--- config.mk ---
export PLATFORM = sky130hd
export DESIGN_NAME = biquad_engine
export DESIGN_NICKNAME = d
export VERILOG_FILES = /design/src/rtl/biquad_pkg.sv /design/src/rtl/biquad_coef_bank.sv /design/src/rtl/biquad_state.sv /design/src/rtl/biquad_mac.sv /design/src/rtl/biquad_engine.sv
export SDC_FILE = /design/constraint.sdc
export NUM_CORES = 2
export LEC_CHECK = 0
export ABC_AREA = 1
export BUFFER_PORTS_ARGS = -buffer_cell sky130_fd_sc_hd__buf_4
export CELL_PAD_IN_SITES_DETAIL_PLACEMENT = 0
export CELL_PAD_IN_SITES_GLOBAL_PLACEMENT = 1
export CORE_UTILIZATION = 48
export DETAILED_ROUTE_END_ITERATION = 12
export PLACE_DENSITY = 0.77
export REMOVE_ABC_BUFFERS = 1
export SYNTH_ARGS = -nofsm -noshare
export SYNTH_HDL_FRONTEND = slang
export SYNTH_HIERARCHICAL = 1
export SYNTH_SLANG_ARGS = --single-unit
--- constraint.sdc ---
create_clock -name clk -period 33.2 [get_ports clk]
set_input_delay 3.32 -clock clk [delete_from_list [all_inputs] [get_ports clk]]
set_output_delay 3.32 -clock clk [all_outputs]
set_load 0.02 [all_outputs]
--- src/rtl/biquad_pkg.sv ---
package biquad_pkg;
  // Sequencer step: five multiply-accumulate steps, then a write-back step.
  // The code of each MAC step equals the coefficient select code it uses.
  typedef enum logic [2:0] {
    ST_B0 = 3'd0,
    ST_B1 = 3'd1,
    ST_B2 = 3'd2,
    ST_A1 = 3'd3,
    ST_A2 = 3'd4,
    ST_WB = 3'd5
  } step_e;

  localparam int unsigned NCOEF = 5;
  localparam int unsigned STEPS_PER_SECTION = 6;
endpackage

--- src/rtl/biquad_coef_bank.sv ---
module biquad_coef_bank #(
  parameter int NCH = 2,
  parameter int CW  = 18,
  parameter int CHW = 1
) (
  input  logic                 clk,
  input  logic                 rst_ni,
  input  logic                 wr_en,
  input  logic [CHW-1:0]       wr_ch,
  input  logic [2:0]           wr_sel,
  input  logic signed [CW-1:0] wr_val,
  input  logic                 commit,
  input  logic [CHW-1:0]       rd_ch,
  input  logic [2:0]           rd_sel,
  output logic signed [CW-1:0] rd_val
);
  logic signed [CW-1:0] shadow_q [NCH][8];
  logic signed [CW-1:0] active_q [NCH][8];
  logic                 wr_ok;

  assign wr_ok  = wr_en && (int'(wr_sel) < int'(biquad_pkg::NCOEF));
  assign rd_val = active_q[rd_ch][rd_sel];

  always_ff @(posedge clk or negedge rst_ni) begin
    if (!rst_ni) begin
      for (int c = 0; c < NCH; c++)
        for (int k = 0; k < 8; k++) shadow_q[c][k] <= '0;
    end else if (wr_ok) begin
      shadow_q[wr_ch][wr_sel] <= wr_val;
    end
  end

  always_ff @(posedge clk or negedge rst_ni) begin
    if (!rst_ni) begin
      for (int c = 0; c < NCH; c++)
        for (int k = 0; k < 8; k++) active_q[c][k] <= '0;
    end else if (commit) begin
      active_q <= shadow_q;
    end
  end

  // unused select slots never become nonzero
  a_r5_spare_slot_zero: assert property (@(posedge clk) disable iff (!rst_ni)
    active_q[rd_ch][7] == '0);
endmodule

--- src/rtl/biquad_state.sv ---
module biquad_state #(
  parameter int NSLOT = 4,
  parameter int DW    = 18,
  parameter int IW    = 2
) (
  input  logic                 clk,
  input  logic                 rst_ni,
  input  logic [IW-1:0]        rd_idx,
  input  logic [IW-1:0]        prv_idx,
  input  logic                 wr_en,
  input  logic [IW-1:0]        wr_idx,
  input  logic signed [DW-1:0] wr_x,
  input  logic signed [DW-1:0] wr_y,
  output logic signed [DW-1:0] x1,
  output logic signed [DW-1:0] x2,
  output logic signed [DW-1:0] y1,
  output logic signed [DW-1:0] y2,
  output logic signed [DW-1:0] prv_y
);
  logic signed [DW-1:0] x1_q [NSLOT];
  logic signed [DW-1:0] x2_q [NSLOT];
  logic signed [DW-1:0] y1_q [NSLOT];
  logic signed [DW-1:0] y2_q [NSLOT];

  assign x1    = x1_q[rd_idx];
  assign x2    = x2_q[rd_idx];
  assign y1    = y1_q[rd_idx];
  assign y2    = y2_q[rd_idx];
  assign prv_y = y1_q[prv_idx];

  always_ff @(posedge clk or negedge rst_ni) begin
    if (!rst_ni) begin
      for (int s = 0; s < NSLOT; s++) begin
        x1_q[s] <= '0;
        x2_q[s] <= '0;
        y1_q[s] <= '0;
        y2_q[s] <= '0;
      end
    end else if (wr_en) begin
      x2_q[wr_idx] <= x1_q[wr_idx];
      x1_q[wr_idx] <= wr_x;
      y2_q[wr_idx] <= y1_q[wr_idx];
      y1_q[wr_idx] <= wr_y;
    end
  end

  // write-back never addresses a slot outside the bank
  a_r3_wr_in_range: assert property (@(posedge clk) disable iff (!rst_ni)
    wr_en |-> (int'(wr_idx) < NSLOT));
endmodule

--- src/rtl/biquad_mac.sv ---
module biquad_mac #(
  parameter int DW   = 18,
  parameter int CW   = 18,
  parameter int AW   = 39,
  parameter int FRAC = 14
) (
  input  logic                 clk,
  input  logic                 rst_ni,
  input  logic                 clr,
  input  logic                 en,
  input  logic                 sub,
  input  logic signed [CW-1:0] coef,
  input  logic signed [DW-1:0] opnd,
  output logic signed [DW-1:0] y_sat
);
  localparam int PW  = CW + DW;
  localparam int EXT = AW - PW;
  localparam logic signed [AW-1:0] YMAX = {{(AW-DW+1){1'b0}}, {(DW-1){1'b1}}};
  localparam logic signed [AW-1:0] YMIN = {{(AW-DW+1){1'b1}}, {(DW-1){1'b0}}};

  logic signed [PW-1:0] prod;
  logic signed [AW-1:0] pext, acc_d, acc_q, scaled;

  assign prod = coef * opnd;
  assign pext = {{EXT{prod[PW-1]}}, prod};

  always_comb begin
    acc_d = acc_q;
    if (clr)     acc_d = '0;
    else if (en) acc_d = sub ? (acc_q - pext) : (acc_q + pext);
  end

  always_ff @(posedge clk or negedge rst_ni) begin
    if (!rst_ni)        acc_q <= '0;
    else if (clr || en) acc_q <= acc_d;
  end

  assign scaled = acc_q >>> FRAC;

  always_comb begin
    if (scaled > YMAX)      y_sat = YMAX[DW-1:0];
    else if (scaled < YMIN) y_sat = YMIN[DW-1:0];
    else                    y_sat = scaled[DW-1:0];
  end
endmodule

--- src/rtl/biquad_engine.sv ---
module biquad_engine #(
  parameter int NCH  = 2,
  parameter int NSEC = 2,
  parameter int DW   = 18,
  parameter int CW   = 18,
  parameter int FRAC = 14,
  localparam int CHW = (NCH > 1) ? $clog2(NCH) : 1
) (
  input  logic              clk,
  input  logic              rst_n,
  input  logic              tick,
  input  logic [NCH*DW-1:0] in_vec,
  input  logic              cfg_we,
  input  logic [CHW-1:0]    cfg_ch,
  input  logic [2:0]        cfg_sel,
  input  logic [CW-1:0]     cfg_val,
  output logic [NCH*DW-1:0] out_vec,
  output logic              out_valid,
  output logic              busy,
  output logic              overrun
);
  import biquad_pkg::*;

  localparam int NSLOT = NCH * NSEC;
  localparam int SW    = (NSEC > 1) ? $clog2(NSEC) : 1;
  localparam int IW    = (NSLOT > 1) ? $clog2(NSLOT) : 1;
  localparam int AW    = DW + CW + 3;
  localparam logic [SW-1:0] SEC_LAST = SW'(NSEC - 1);
  localparam logic [CHW-1:0] CH_LAST = CHW'(NCH - 1);

  // reset: asynchronous assert, synchronous release
  logic [1:0] rsync_q;
  logic       rst_i;
  always_ff @(posedge clk or negedge rst_n) begin
    if (!rst_n) rsync_q <= 2'b00;
    else        rsync_q <= {rsync_q[0], 1'b1};
  end
  assign rst_i = rsync_q[1];

  // sequencer registers
  logic           busy_q, busy_d, pub_q, pub_d, valid_q, valid_d, ovr_q, ovr_d;
  step_e          step_q, step_d;
  logic [CHW-1:0] ch_q, ch_d;
  logic [SW-1:0]  sec_q, sec_d;
  logic [IW-1:0]  idx_q, idx_d;

  logic signed [DW-1:0] in_q    [NCH];
  logic signed [DW-1:0] stage_q [NCH];
  logic signed [DW-1:0] out_q   [NCH];

  logic start, run, wb;
  logic signed [DW-1:0] x1, x2, y1, y2, prv_y, x_cur, opnd, y_sec;
  logic signed [CW-1:0] coef;

  assign start = tick && !busy_q;
  assign run   = busy_q && !pub_q;
  assign wb    = run && (step_q == ST_WB);
  assign x_cur = (sec_q == '0) ? in_q[ch_q] : prv_y;

  always_comb begin
    case (step_q)
      ST_B0:   opnd = x_cur;
      ST_B1:   opnd = x1;
      ST_B2:   opnd = x2;
      ST_A1:   opnd = y1;
      ST_A2:   opnd = y2;
      default: opnd = '0;
    endcase
  end

  biquad_coef_bank #(.NCH(NCH), .CW(CW), .CHW(CHW)) u_coef (
    .clk(clk), .rst_ni(rst_i),
    .wr_en(cfg_we), .wr_ch(cfg_ch), .wr_sel(cfg_sel), .wr_val(cfg_val),
    .commit(start), .rd_ch(ch_q), .rd_sel(step_q), .rd_val(coef)
  );

  biquad_state #(.NSLOT(NSLOT), .DW(DW), .IW(IW)) u_state (
    .clk(clk), .rst_ni(rst_i),
    .rd_idx(idx_q), .prv_idx(idx_q - 1'b1),
    .wr_en(wb), .wr_idx(idx_q), .wr_x(x_cur), .wr_y(y_sec),
    .x1(x1), .x2(x2), .y1(y1), .y2(y2), .prv_y(prv_y)
  );

  biquad_mac #(.DW(DW), .CW(CW), .AW(AW), .FRAC(FRAC)) u_mac (
    .clk(clk), .rst_ni(rst_i),
    .clr(start || wb), .en(run && (step_q != ST_WB)),
    .sub((step_q == ST_A1) || (step_q == ST_A2)),
    .coef(coef), .opnd(opnd), .y_sat(y_sec)
  );

  // next state
  always_comb begin
    busy_d  = busy_q;
    pub_d   = pub_q;
    step_d  = step_q;
    ch_d    = ch_q;
    sec_d   = sec_q;
    idx_d   = idx_q;
    valid_d = busy_q && pub_q;
    ovr_d   = tick && busy_q;
    if (start) begin
      busy_d = 1'b1;
      pub_d  = 1'b0;
      step_d = ST_B0;
      ch_d   = '0;
      sec_d  = '0;
      idx_d  = '0;
    end else if (run) begin
      if (step_q != ST_WB) begin
        step_d = step_e'(step_q + 3'd1);
      end else begin
        step_d = ST_B0;
        idx_d  = idx_q + 1'b1;
        if (sec_q == SEC_LAST) begin
          sec_d = '0;
          if (ch_q == CH_LAST) pub_d = 1'b1;
          else                 ch_d  = ch_q + 1'b1;
        end else begin
          sec_d = sec_q + 1'b1;
        end
      end
    end else if (pub_q) begin
      busy_d = 1'b0;
      pub_d  = 1'b0;
    end
  end

  always_ff @(posedge clk or negedge rst_i) begin
    if (!rst_i) begin
      busy_q  <= 1'b0;
      pub_q   <= 1'b0;
      valid_q <= 1'b0;
      ovr_q   <= 1'b0;
      step_q  <= ST_B0;
      ch_q    <= '0;
      sec_q   <= '0;
      idx_q   <= '0;
    end else begin
      busy_q  <= busy_d;
      pub_q   <= pub_d;
      valid_q <= valid_d;
      ovr_q   <= ovr_d;
      step_q  <= step_d;
      ch_q    <= ch_d;
      sec_q   <= sec_d;
      idx_q   <= idx_d;
    end
  end

  // sample capture, per-channel staging and publish
  always_ff @(posedge clk or negedge rst_i) begin
    if (!rst_i) begin
      for (int c = 0; c < NCH; c++) begin
        in_q[c]    <= '0;
        stage_q[c] <= '0;
        out_q[c]   <= '0;
      end
    end else begin
      if (start)
        for (int c = 0; c < NCH; c++) in_q[c] <= in_vec[c*DW +: DW];
      if (wb && (sec_q == SEC_LAST)) stage_q[ch_q] <= y_sec;
      if (pub_q) out_q <= stage_q;
    end
  end

  for (genvar g = 0; g < NCH; g++) begin : g_out
    assign out_vec[g*DW +: DW] = out_q[g];
  end

  assign out_valid = valid_q;
  assign busy      = busy_q;
  assign overrun   = ovr_q;

  // busy only drops together with the publish pulse
  a_r6_valid_ends_busy: assert property (@(posedge clk) disable iff (!rst_i)
    $fell(busy_q) |-> valid_q);
  // output vector holds between publishes
  a_r6_out_hold: assert property (@(posedge clk) disable iff (!rst_i)
    !valid_q |-> $stable(out_vec));
  // overrun only follows a strobe seen while busy
  a_r7_overrun_cause: assert property (@(posedge clk) disable iff (!rst_i)
    ovr_q |-> $past(tick && busy_q));
  // slot counter stays aligned with channel and section counters
  a_r3_slot_sync: assert property (@(posedge clk) disable iff (!rst_i)
    run |-> (int'(idx_q) == int'(ch_q) * NSEC + int'(sec_q)));
endmodule

=== Word level (Yosys, flattened, before mapping) ===
Cells that the tools add are included.
Widths: inputs -> output; s select.

* Flip-flop bits (word level): 1024
* Input port bits: 62
* Output and inout port bits: 39
* Logic and storage cells: 197

* Add/subtract/negate cells: 7
* Multiply operators: 1
* $lt $le $gt $ge: 13
* Equality and inequality tests: 11
* Multiplexer cells: 68
* Bitwise logic cells: 6
* Reductions and logical operators: 27

{| class="wikitable"
|+ Operators by type and width
! cell !! count
|-
| $mux 144 || 4
|-
| $mux 18 || 21
|-
| $bwmux 288 || 1
|-
| $bwmux 72 || 4
|-
| $bmux 18 s2 || 5
|-
| $demux 144 s1 || 1
|-
| $mux 39 || 3
|-
| $pmux 18 s5 || 1
|-
| $bmux 18 s3 || 1
|-
| $demux 18 s3 || 1
|-
| $add 39x36->39 || 1
|-
| $sub 39x36->39 || 1
|-
| $bwmux 36 || 1
|-
| $demux 18 s2 || 1
|-
| $mul 18x18->36 || 1
|-
| $gt 25x18->1 const B || 1
|-
| $lt 25x18->1 const B || 1
|-
| $demux 18 s1 || 1
|-
| $mux 1 || 17
|-
| $logic_and 1x1->1 || 12
|-
| $ne 3x3->1 const B || 4
|-
| $mux 3 || 3
|-
| $ge 4x4->1 const B || 2
|-
| $not 3->4 || 2
|-
| 23 further kinds || 43
|}

=== Logic depth before layout (Yosys ltp) ===
* Word-level depth: 12
* Depth in mapped cells: 60
* Gate-level depth less buffers: 55

=== Cells and area by module ===
The synthesis kept the hierarchy.

{| class="wikitable"
|+ By module, submodules not included
! module !! instances !! cells an instance !! area each (µm²)
|-
| biquad_coef_bank || 1 || 2658 || 23366.2
|-
| biquad_mac || 1 || 2621 || 18430.2
|-
| biquad_state || 1 || 1984 || 14273.7
|-
| biquad_engine || 1 || 786 || 6004.5
|}

=== Worst setup path after synthesis ===
OpenSTA, ideal clock, no wires.

* Path kind: register -> register
* Start point: reg step_q[1]
* End point: reg u_mac.acc_q[32]
* Setup time: 126 ps
* Arrival time: 8865 ps
* Slack: 24208 ps
* Stages on the path, launching flop included: 55
* Path buffers: 6
* Cells stage by stage: dfrtp_1 -> buf_2 -> buf_2 -> nand2_1 -> inv_1 -> ha_1 -> clkbuf_1 -> clkbuf_1 -> nand2_1 -> nand2_1 -> nor2_1 -> nand2_1 -> clkbuf_1 -> clkbuf_1 -> nand2_1 -> fa_1 -> inv_1 -> fa_1 -> [... 19 more ...] -> xor2_1 -> inv_1 -> ha_1 -> nand2_1 -> nor2_1 -> nand2_1 -> nor2_1 -> nand2_1 -> nand3_1 -> nand3_1 -> nand2_1 -> nand3_1 -> nand3_1 -> inv_1 -> o21ai_0 -> nand2_1 -> nand2_1 -> o21ai_0

* Elaborated cells on any way between the ends: 25

{| class="wikitable"
|+ RTL lines
! what !! line !! source
|-
| start, declared || biquad_engine.sv:42 || <nowiki>step_e step_q, step_d;</nowiki>
|-
| start signal, assigned || biquad_engine.sv:143 || <nowiki>step_q <= step_d;</nowiki>
|-
| $eq 3x3->1, or another cell as far along || biquad_engine.sv:61 || <nowiki>case (step_q)</nowiki>
|-
| $pmux 18 s5 (*) || biquad_engine.sv:61 ||
|-
| named net opnd[1] || biquad_engine.sv:52 || <nowiki>logic signed [DW-1:0] x1, x2, y1, y2, prv_y, x_cur, opnd, y_sec;</nowiki>
|-
| $mul 18x18->36 (*) || biquad_mac.sv:24 || <nowiki>assign prod = coef * opnd;</nowiki>
|-
| $add 39x36->39 / $sub 39x36->39 (equally long branches) || biquad_mac.sv:30 || <nowiki>else if (en) acc_d = sub ? (acc_q - pext) : (acc_q + pext);</nowiki>
|-
| $mux 39 (*) (2 in series) || biquad_mac.sv:30 ||
|-
| $mux 39 (*) || biquad_mac.sv:29 || <nowiki>if (clr) acc_d = '0;</nowiki>
|-
| end signal, assigned || biquad_mac.sv:34 || <nowiki>if (!rst_ni) acc_q <= '0;</nowiki>
|-
| end signal, assigned || biquad_mac.sv:35 || <nowiki>else if (clr || en) acc_q <= acc_d;</nowiki>
|-
| end, declared || biquad_mac.sv:22 || <nowiki>logic signed [AW-1:0] pext, acc_d, acc_q, scaled;</nowiki>
|}

Mark *: on every way through the listed nets, which the timed path passes. The rest lies on a longest branch. The select of a mux whose other input is x is not followed.
A chain may end at the register's enable or synchronous reset.

=== Final worst setup path ===
* Start point: reg idx_q[1]
* End point: reg u_mac.acc_q[35]

* Elaborated cells on any way between the ends: 26

{| class="wikitable"
|+ RTL lines
! what !! line !! source
|-
| start, declared || biquad_engine.sv:45 || <nowiki>logic [IW-1:0] idx_q, idx_d;</nowiki>
|-
| start signal, assigned || biquad_engine.sv:146 || <nowiki>idx_q <= idx_d;</nowiki>
|-
| $not 2->3 (not written as such) (*) || biquad_state.sv:25 || <nowiki>assign x1 = x1_q[rd_idx];</nowiki>
|-
| $bmux 18 s2 (*) || biquad_state.sv:25 ||
|-
| $mux 18 (not written as such) (*) (2 in series) || biquad_state.sv:25 ||
|-
| named net x1[1] || biquad_engine.sv:52 ||
|-
| $pmux 18 s5 (*) || biquad_engine.sv:61 ||
|-
| named net opnd[1] || biquad_engine.sv:52 ||
|-
| $mul 18x18->36 (*) || biquad_mac.sv:24 ||
|-
| $add 39x36->39 / $sub 39x36->39 (equally long branches) || biquad_mac.sv:30 ||
|-
| $mux 39 (*) (2 in series) || biquad_mac.sv:30 ||
|-
| $mux 39 (*) || biquad_mac.sv:29 ||
|}

Marked as above.

==> results.ini <==
[run_status]
status=complete, no violations

[yosys]
yosysUniqueCellTypes=55
synth_area_leaders=dfrtp_1 (41%), nand2_1 (17%), fa_1 (11%)
ys.flop_type=dfrtp_1
synth_edf_count=0
synthArstFlopShare=1.000
synth_cells=8049
synth_top_cell_by_area=dfrtp_1
syn_area_per_cell_um2=7.712
ys_seq_elements=1024
synth_top_area_share=0.4128
yosys-top-cells-count=nand2_1 (2,743), inv_1 (1,119), dfrtp_1 (1,024), o21ai_0 (899), clkbuf_1 (370)
post-synth-top-count-cell=nand2_1
synth_area_um2=62070
yosysSeqAreaShare=0.4128
ys.warnings.count=6

[clocking]
hold_buffers=0
cts-resized-gates=0
clk_pin_slew_worst_paths_ps=60
cts_setup_buffers=0
cts_made_buffers=113
htree_levels=3
cts_tree=yes
cts-root-buf=clkbuf_16
cts_sinks=1024
clockBufferDepth=3
clkLatencyLatePin_ps=750

[timing]
tightest_slew_ps=1305
final-max-slew-violation-count=0
rsz0062_at_grt=no
fin_skew_ps=39.51
hold_viol_final=0
whs_ps=313.7
worst_slack_ps=21280
post-route-period-util=0.3590
fin_setup_tns_ps=0
fin_crit_ps=11920
finalSetupViolCount=0
max_freq_ghz=0.08390
max_slew_margin=0.1243

[placement]
io_buffers=100
routabilityCongestion=0.9064
hpwlAfterDp_um=116000
pre_cts_ws_ps=21500

[drt]
vias=50360
post_drt_wl_per_cell_um=18.87
drt_iter0_markers=4456
drc=0
viasPerCell=5.259
wirelength_um=180700
drt_pass1_iterations=6
drtAntennaViolNets=0

[worst_hold_path]
hold_path.class=flop to async pin

[cells_and_area]
nets=8338
final_core_util=0.5272
area_delta_synth_final_pct=8.591
drive_above_1_share=0.06738

[critical_path]
arrival_ps=12500
criticalPathCategory=flop to flop
path_common_cell=nand2_1
cp_top_family=adder cells
worst_ep_required_time_ps=33780
cp-end-kind=flop
worstPathMaxFanout=81
path_buf_inv=11
cpPeakStageDelay_ps=860
start_kind=flop
cpMaxStageDelayCell=buf_4

[grt]
grt_pass1_vias=50220
grt-ovfl-total=0
grt_pass1_wl_um=288200
grt_max_degree=263
antenna_found_initial=3
track_usage=0.2811

[floorplanning]
die_height_um=361.6
die_area_um2=130800
core-area_um2=127800
initial_core_util=0.4855
io_pins=101
fp.dieW_um=361.6
rows=131

[run]
maxCapViolCount=0

==> cell families (layout without fill, tap and decap cells) <==
kind of cell | count (synthesis) | after routing | synth area share
AND/OR/NAND/NOR | 3620 | 3620 | 0.2379
buffers and inverters | 1688 | 1549 | 0.1055
adder cells (fa/ha/maj) | 463 | 463 | 0.1332
AO/OA/AOI/OAI | 1194 | 1194 | 0.1017
other | 1 | 5 | 0.00006041
flip-flops | 1024 | 1024 | 0.4128
XOR/XNOR | 59 | 59 | 0.008748
==> path summary, 6_finish.rpt <==
path                             from                   end  slack, ps  cells past startpoint
max                          idx_q[1]       u_mac/acc_q[35]      21280                     50
min                        rsync_q[1]   u_coef/shadow_q[49]        310                      0
max reg2reg                  idx_q[1]       u_mac/acc_q[35]      21280                     50
min reg2reg                rsync_q[1]   u_coef/shadow_q[49]        310                      0
max in group asynchronous  rsync_q[1]  u_coef/shadow_q[168]      28510                      5
min in group clk           rsync_q[0]            rsync_q[1]        350                      0
==> final cells by class <==
type                    instances  area, µm²
fillers                     12410      60440
multi-input cells            5337      29950
flip-flops and latches       1024      25650
inverters                    1161       4372
clock buffers                 169       3329
well taps                    1662       2079
repair buffers                176       1359
clock inverters                43      656.9
diodes                          4      10.01
==> per-stage QoR <==
stage / cells / instance area [µm²]
floorplan: 7522 / 59890
global placement: 9360 / 63410
detailed placement: 9360 / 63410
CTS: 9572 / 67400
global route: 9572 / 67400
finish: 9576 / 67410
==> layout by cell type (no fill, tap or decap), drive strengths merged, types with 2 or more instances in the layout <==
master    count
a31oi         8
nand3b       11
o2111ai       3
a21boi        2
clkbuf      169
o21bai        4
nor4          7
inv        1151
diode         4
a21o          8
ha          133
dfrtp      1024
clkinvlp      3
o31ai         6
xnor2        10
nand4        65
or2          11
a21oi       153
o21ai       902
nor2        347
xor2         49
bufinv       14
nand2      2784
buf         176
o21a         21
and2          5
nor3          8
fa          330
nand3       382
o211ai       19
a32o          2
o22ai        63
clkinv       36
==> sequential cells by signal (all words and copies together) (netlist names), 2 cells and up <==
name / cells
step_q: 3
in_q: 36
u_state/x1_q: 72
u_state/x2_q: 72
u_state/y1_q: 72
u_coef/shadow_q: 288
out_vec: 36
idx_q: 2
u_coef/active_q: 288
stage_q: 36
u_mac/acc_q: 39
u_state/y2_q: 72
rsync_q: 2
==> layer usage <==
metal | share of wire | wire (µm) | track usage | vias up
met5 | 0 | 0 | 0 | -
met2 | 0.46 | 82440 | 0.4486 | 1392
met1 | 0.46 | 83050 | 0.4021 | 24500
li1 | - | - | - | 24230
met4 | 0.023 | 4215 | 0.07511 | 0
met3 | 0.061 | 10970 | 0.03878 | 233
Power is not shown: default switching activity piles up to over one toggle a cycle in this logic, so the estimate is an artifact.
